`src/rtl/mux_func_gen.sv`:
```
module mux_func_gen #(
  parameter int NSEL = 3
) (
  input  logic                    clk,
  input  logic                    rst,
  input  logic                    load,
  input  logic [2*(1<<NSEL)-1:0]  mask,
  input  logic                    en_n,
  input  logic                    var_a,
  input  logic                    var_b,
  input  logic                    var_c,
  input  logic                    var_d,
  output logic                    y,
  output logic                    y_n
);
  localparam int NIN = 1 << NSEL;
  localparam int CW  = 2 * NIN;

  logic [CW-1:0]  codes_d, codes_q;
  logic [NIN-1:0] data_in;
  logic [NSEL-1:0] sel;
  logic            pick;

  for (genvar n = 0; n < NIN; n++) begin : g_res
    logic lo, hi;
    assign lo = mask[n];
    assign hi = mask[n+NIN];
    always_comb begin
      unique case ({hi, lo})
        2'b00: codes_d[2*n +: 2] = 2'b00;
        2'b11: codes_d[2*n +: 2] = 2'b01;
        2'b10: codes_d[2*n +: 2] = 2'b10;
        default: codes_d[2*n +: 2] = 2'b11;
      endcase
    end
    always_comb begin
      unique case (codes_q[2*n +: 2])
        2'b00: data_in[n] = 1'b0;
        2'b01: data_in[n] = 1'b1;
        2'b10: data_in[n] = var_a;
        default: data_in[n] = ~var_a;
      endcase
    end
  end

  always_ff @(posedge clk) begin
    if (rst)       codes_q <= '0;
    else if (load) codes_q <= codes_d;
  end

  assign sel  = {var_b, var_c, var_d};
  assign pick = data_in[sel];
  assign y    = ~en_n & pick;
  assign y_n  = en_n | ~pick;
endmodule

```
`config.mk`:
```
export PLATFORM = sky130hd
export DESIGN_NAME = mux_func_gen
export DESIGN_NICKNAME = d
export VERILOG_FILES = /design/src/rtl/mux_func_gen.sv
export SDC_FILE = /design/constraint.sdc
export NUM_CORES = 1
export LEC_CHECK = 0
export BUFFER_PORTS_ARGS = -buffer_cell sky130_fd_sc_hd__buf_2
export CAP_MARGIN = 20
export CORE_MARGIN = 8
export CORE_UTILIZATION = 35
export CTS_CLUSTER_DIAMETER = 100
export CTS_CLUSTER_SIZE = 40
export DETAILED_ROUTE_END_ITERATION = 10
export HOLD_SLACK_MARGIN = 0.03
export PLACE_DENSITY = 0.55
export SKIP_LAST_GASP = 1
export SLEW_MARGIN = 20
export SYNTH_ARGS = -nofsm -noshare
export SYNTH_HDL_FRONTEND = slang
export SYNTH_SLANG_ARGS = --single-unit
```
`constraint.sdc`:
```
create_clock -name clk -period 1.49 [get_ports clk]
set_input_delay 0.149 -clock clk [delete_from_list [all_inputs] [get_ports clk]]
set_output_delay 0.149 -clock clk [all_outputs]
set_load 0.02 [all_outputs]
```
==> reports/qor.csv, run 1 <==
metric,value,unit
Post-synth ARST share,0,%
hold_buf cts,0,
post-synthesis sequential area ratio,31.3,%
Comb pwr share,22.5,%
unrepaired setup endpoints after global routing,true,
first-pass GRT wire length,3580,um
post-route setup slack,-0.259,ns
detailed-route DRC error count,0,
CP max FO,3,
Max Root-Sink Buffers,2,
final hold vios,0,
share of the synthesized area in the top cell type,31.3,%
Cell Rows,19,
CTS Buf Count,3,
Post-synth EDFFs,0,
Tightest Pin Transition,0.514,ns
CTS tree,done,
Lkg Pwr,0.584,nW
vias post-DR,841,
Vias/cell,4.92,
HP Class,in -> reg,
die span in x,70.0,um
Total GRT Usage,8.47,%
Synth Cell Area,1020,sq um
worst r2r src,codes_q[6]$_SDFFE_PP0P_,
largest cells by area after synthesis,"dfxtp_1, ha_1, a211oi_1",
Largest register FFs,16,
switching part of the total,27.9,%
Hold Startpoint,mask[1],
CTS Sinks,16,
Final GP Congestion,0.780,
Syn Nets,157,
endpoints failing setup,2,
Final Cycle Share,117,%
initial core utilization,37.1,%
"most common cell after layout, fill and taps aside",nor2_1,
Post-layout nets,181,
Synth Flop Type,dfxtp_1,
critical path required time,1.34,ns
drt first pass iters,4,
Peak supply drop,0.611,mV
largest net degree at the start of global routing,33,
Net Switching,0.276,mW
PnR Total Power,0.991,mW
pins over their slew limit,0,
Worst Hold Slack,0.176,ns
status,"complete, but fails checks",
CTS H-tree depth,1,
die height,70.0,um
DR iter-0 viols,24,
Int Pwr,0.715,mW
crit start category,register,
root buf cell,clkbuf_4,
area of the core,2760,sq um
initial antenna violation count,0,
area of the die,4910,sq um
Finished Layout Cells,171,
detailed placement HPWL,1580,um
Skew-Pair Late Insertion Delay,0.29,ns
final WL,1980,um
Area Growth Syn to Fin,21.3,%
Synth cell types,25,
port bufs,25,
DRT antenna net count,0,
top flop regs,codes_q x16,
layout cells sized above 1,28.6,%
Mapped Cells,117,
Max Cap Violations,0,
cell total after placement,167,
Max Fclk,0.572,GHz
setup TNS,-0.475,ns
CP Class,reg -> out,
Power per Cell Area,800,nW/um^2
Clock Power Share,28.7,%
min cycle time layout,1.75,ns
CP arrival,1.60,ns
part of the power in registers,48.8,%
post-synthesis register bit count,16,
violated checks,negative setup slack,
CP Launch Point,codes_q[4]$_SDFFE_PP0P_,
Slew headroom,65.7,%
top-level port count,26,
"area leader, netlist",dfxtp_1,
fillcell total,282,
Top reg by flops,codes_q,
Synth warnings,0,
Inserted Diodes,0,
"commonest cells after routing, fill and taps aside","nor2_1, buf_2, a211oi_1, ha_1, dfxtp_1",
vias in the first global route,821,
skew final,0,ns
syn avg cell area,8.74,sq um
crit end category,output port,
GRT overflow,0,
Post-CTS Setup Repair Bufs,0,
"Reg clk slew, reported paths",0.09,ns
Avg WL per Cell,11.6,um
==> critical path, stage by stage, from the launching register on <==
cell and delay [ns]:
dfxtp_2 0.34, and3b_2 0.25, o41ai_4 0.07, a2111oi_4 0.37, a41o_1 0.16, buf_6 0.12
==> Yosys cell counts, types with 2 or more instances <==
master	number
nor2_1	26
dfxtp_1	16
a21o_2	2
nand3_1	2
a211oi_1	16
a21oi_1	2
clkbuf_1	5
xor2_1	3
ha_1	16
nand2_1	5
inv_1	10
==> worst paths after layout <==
path | to | slack, ns | depth (start not counted)
max | y | -0.26 | 5
min | codes_q[3]$_SDFFE_PP0P_ | 0.18 | 3
max reg2reg | codes_q[6]$_SDFFE_PP0P_ | 0.77 | 2
min reg2reg | codes_q[13]$_SDFFE_PP0P_ | 0.49 | 2
==> routing by layer <==
layer | vias to the layer above | part of all wire (%) | track usage (%)
met3 | 2 | 5.7 | 4.38
met4 | 0 | 0.66 | 2.68
li1 | 457 | - | -
met5 | - | 0 | 0
met2 | 18 | 42 | 13.0
met1 | 364 | 51 | 9.91
==> power by group through the flow <==
stage,clock (mW),sequential [mW],combinational (mW)
floorplan,0,0.486,0.140
global placement,0,0.493,0.197
detailed placement,0,0.491,0.205
CTS,0.298,0.484,0.221
global route,0.318,0.489,0.255
finish,0.284,0.484,0.223
==> final cells by class <==
type / count / area, sq um / share of cell area (%)
clock buffer: 4 / 36.3 / 2.93
inverter: 10 / 37.5 / 3.03
multi-input combinational: 85 / 671 / 54.1
sequential: 16 / 323 / 26.0
tap: 31 / 38.8 / 3.13
timing repair buffer: 25 / 134 / 10.8
==> metrics by stage <==
step | setup slack, ns | instance area (sq um) | utilization [%]
after floorplan | 0.0640 | 1020 | -
after CTS | -0.270 | 1230 | 44.6
after global placement | 0.0115 | 1160 | 41.9
after global routing | -0.347 | 1240 | 45.0
final | -0.259 | 1240 | 45.0
after detailed placement | 0.00402 | 1160 | 41.9
==> cells by family (layout without fill, tap and decap cells) <==
group,after synthesis,after routing,synth area share [%]
buffers and inverters,16,39,6.61
and+or+nand+nor,38,38,15.9
DFF,16,16,31.3
xor gates and xnor gates,4,4,3.43
AOI/OAI and AO/OA,27,27,23.1
adders and majority gates,16,16,19.6
==> what timing repair did <==
action | in CTS | in global routing
gates resized for setup | 9 | 2
pin swaps | 1 | 0
setup endpoints to repair | 2 | 2
(Power assumes the default switching activity.)
==> run 2: changes to the inputs <==
==> constraint.sdc (replaced) <==
create_clock -name clk -period 1.49 [get_ports clk]
set_input_delay 0.2235 -clock clk [delete_from_list [all_inputs] [get_ports clk]]
set_output_delay 0.2235 -clock clk [all_outputs]
set_load 0.05 [all_outputs]
==> run 2 against run 1 <==
Compared with the run above: sequential share of layout area down 1.5 points; wire length rose by 8.0%; final cell count rose by 3.5%; maximum frequency shrank 9.9%; the run still ends with negative setup slack left; largest power group unchanged; worst setup slack worse by 0.19 ns; core utilization rose by 3.0 points; sequential cell count unchanged; highest routed layer unchanged; global-route usage rose by 0.58 points; non-clock buffer count grew 6; critical path type unchanged; power grew 5.1%.
==> reports/qor.csv, run 2 (synthesis results as in run 1) <==
metric,value,unit,change
status,"complete, but fails checks",,unchanged
violated checks,negative setup slack,,unchanged
Worst Hold Slack,0.247,ns,was 0.176 ns
Cell Rows,19,,unchanged
Lkg Pwr,0.616,nW,was 0.584 nW
crit start category,register,,unchanged
unrepaired setup endpoints after global routing,true,,unchanged
Peak supply drop,0.656,mV,was 0.611 mV
fillcell total,295,,was 282
final WL,2140,um,was 1980 um
Total GRT Usage,9.05,%,was 8.47%
CP Class,reg -> out,,unchanged
Skew-Pair Late Insertion Delay,0.28,ns,was 0.29 ns
initial core utilization,37.1,%,unchanged
Final GP Congestion,0.709,,was 0.780
area of the die,4910,sq um,unchanged
Slew headroom,63.7,%,was 65.7%
Max Fclk,0.515,GHz,was 0.572 GHz
hold_buf cts,0,,unchanged
drt first pass iters,3,,was 4
post-route setup slack,-0.452,ns,was -0.259 ns
"most common cell after layout, fill and taps aside",nor2_1,,unchanged
Post-layout nets,187,,was 181
Avg WL per Cell,12.1,um,was 11.6 um
first-pass GRT wire length,3770,um,was 3580 um
die span in x,70.0,um,unchanged
port bufs,25,,unchanged
CP max FO,3,,unchanged
GRT overflow,0,,unchanged
area of the core,2760,sq um,unchanged
initial antenna violation count,0,,unchanged
DR iter-0 viols,28,,was 24
top-level port count,26,,unchanged
top flop regs,codes_q x16,,unchanged
Tightest Pin Transition,0.544,ns,was 0.514 ns
Power per Cell Area,787,nW/um^2,was 800 nW/um^2
layout cells sized above 1,34.9,%,was 28.6%
Max Root-Sink Buffers,2,,unchanged
CTS tree,done,,unchanged
die height,70.0,um,unchanged
final hold vios,0,,unchanged
CTS Sinks,16,,unchanged
endpoints failing setup,2,,unchanged
Max Cap Violations,0,,unchanged
setup TNS,-0.812,ns,was -0.475 ns
"commonest cells after routing, fill and taps aside","nor2_1, buf_2, a211oi_1, ha_1, dfxtp_1",,unchanged
vias post-DR,861,,was 841
critical path required time,1.27,ns,was 1.34 ns
min cycle time layout,1.94,ns,was 1.75 ns
DRT antenna net count,0,,unchanged
crit end category,output port,,unchanged
detailed placement HPWL,1690,um,was 1580 um
vias in the first global route,902,,was 821
detailed-route DRC error count,0,,unchanged
Inserted Diodes,0,,unchanged
CTS Buf Count,3,,unchanged
Area Growth Syn to Fin,29.5,%,was 21.3%
skew final,0,ns,unchanged
CP arrival,1.72,ns,was 1.60 ns
CTS H-tree depth,1,,unchanged
root buf cell,clkbuf_4,,unchanged
pins over their slew limit,0,,unchanged
R2R Setup Slk,0.74,ns,was 0.77 ns
HP Class,in -> reg,,unchanged
Final Cycle Share,130,%,was 117%
Largest register FFs,16,,unchanged
Vias/cell,4.86,,was 4.92
largest net degree at the start of global routing,33,,unchanged
Top reg by flops,codes_q,,unchanged
"Reg clk slew, reported paths",0.09,ns,about the same
[run 2: power by group]
| group | internal, mW | switching [mW] |
|---|---|---|
| combinational | 0.130 | 0.140 |
| clock | 0.149 | 0.138 |
| sequential | 0.462 | 0.0233 |
[run 2: worst paths after layout]
check                           start                        to  depth (start not counted)
max reg2reg  codes_q[13]$_SDFFE_PP0P_  codes_q[13]$_SDFFE_PP0P_                          3
max           codes_q[4]$_SDFFE_PP0P_                       y_n                          6
min                           mask[4]   codes_q[9]$_SDFFE_PP0P_                          3
min reg2reg   codes_q[1]$_SDFFE_PP0P_   codes_q[1]$_SDFFE_PP0P_                          2
[run 2: per-layer routing]
layer	wire, um	GRT usage, %	part of all wire, %
met1	1030	10.4	48
met5	0	0	0
met2	977	14.6	46
met4	20	2.68	0.93
met3	110	4.10	5.1
[run 2: critical path, stage by stage (launching register included)]
cell,delay (ns)
dfxtp_2,0.35
and3b_2,0.22
o41ai_4,0.26
a2111oi_4,0.10
buf_4,0.16
a41oi_4,0.16
buf_6,0.18
[run 2: what timing repair did]
| action | CTS | global route |
|---|---|---|
| gates cloned | 0 | 0 |
| resized for setup | 5 | 6 |
| buffers inserted | 1 | 0 |
| endpoints found under the setup margin | 2 | 2 |
| pin swaps | 1 | 3 |
[run 2: cell type report]
| type | count | area [sq um] | area share, % |
|---|---|---|---|
| Multi-Input combinational cell | 85 | 703 | 53.1 |
| Sequential cell | 16 | 325 | 24.6 |
| Timing Repair Buffer | 31 | 183 | 13.8 |
| Tap cell | 31 | 38.8 | 2.93 |
| Inverter | 10 | 37.5 | 2.84 |
| Clock buffer | 4 | 36.3 | 2.74 |
[run 2: per-stage QoR]
stage | worst slack [ns] | utilization, % | total power [mW] | instances | instance area (sq um)
after global placement | -0.303 | 45.1 | 0.739 | 172 | 1240
after detailed placement | -0.351 | 45.1 | 0.750 | 172 | 1240
final | -0.452 | 48.0 | 1.04 | 177 | 1320
after floorplan | -0.0296 | - | 0.661 | 117 | 1070
after global routing | -0.531 | 48.0 | 1.11 | 177 | 1320
after CTS | -0.489 | 47.3 | 1.05 | 177 | 1300
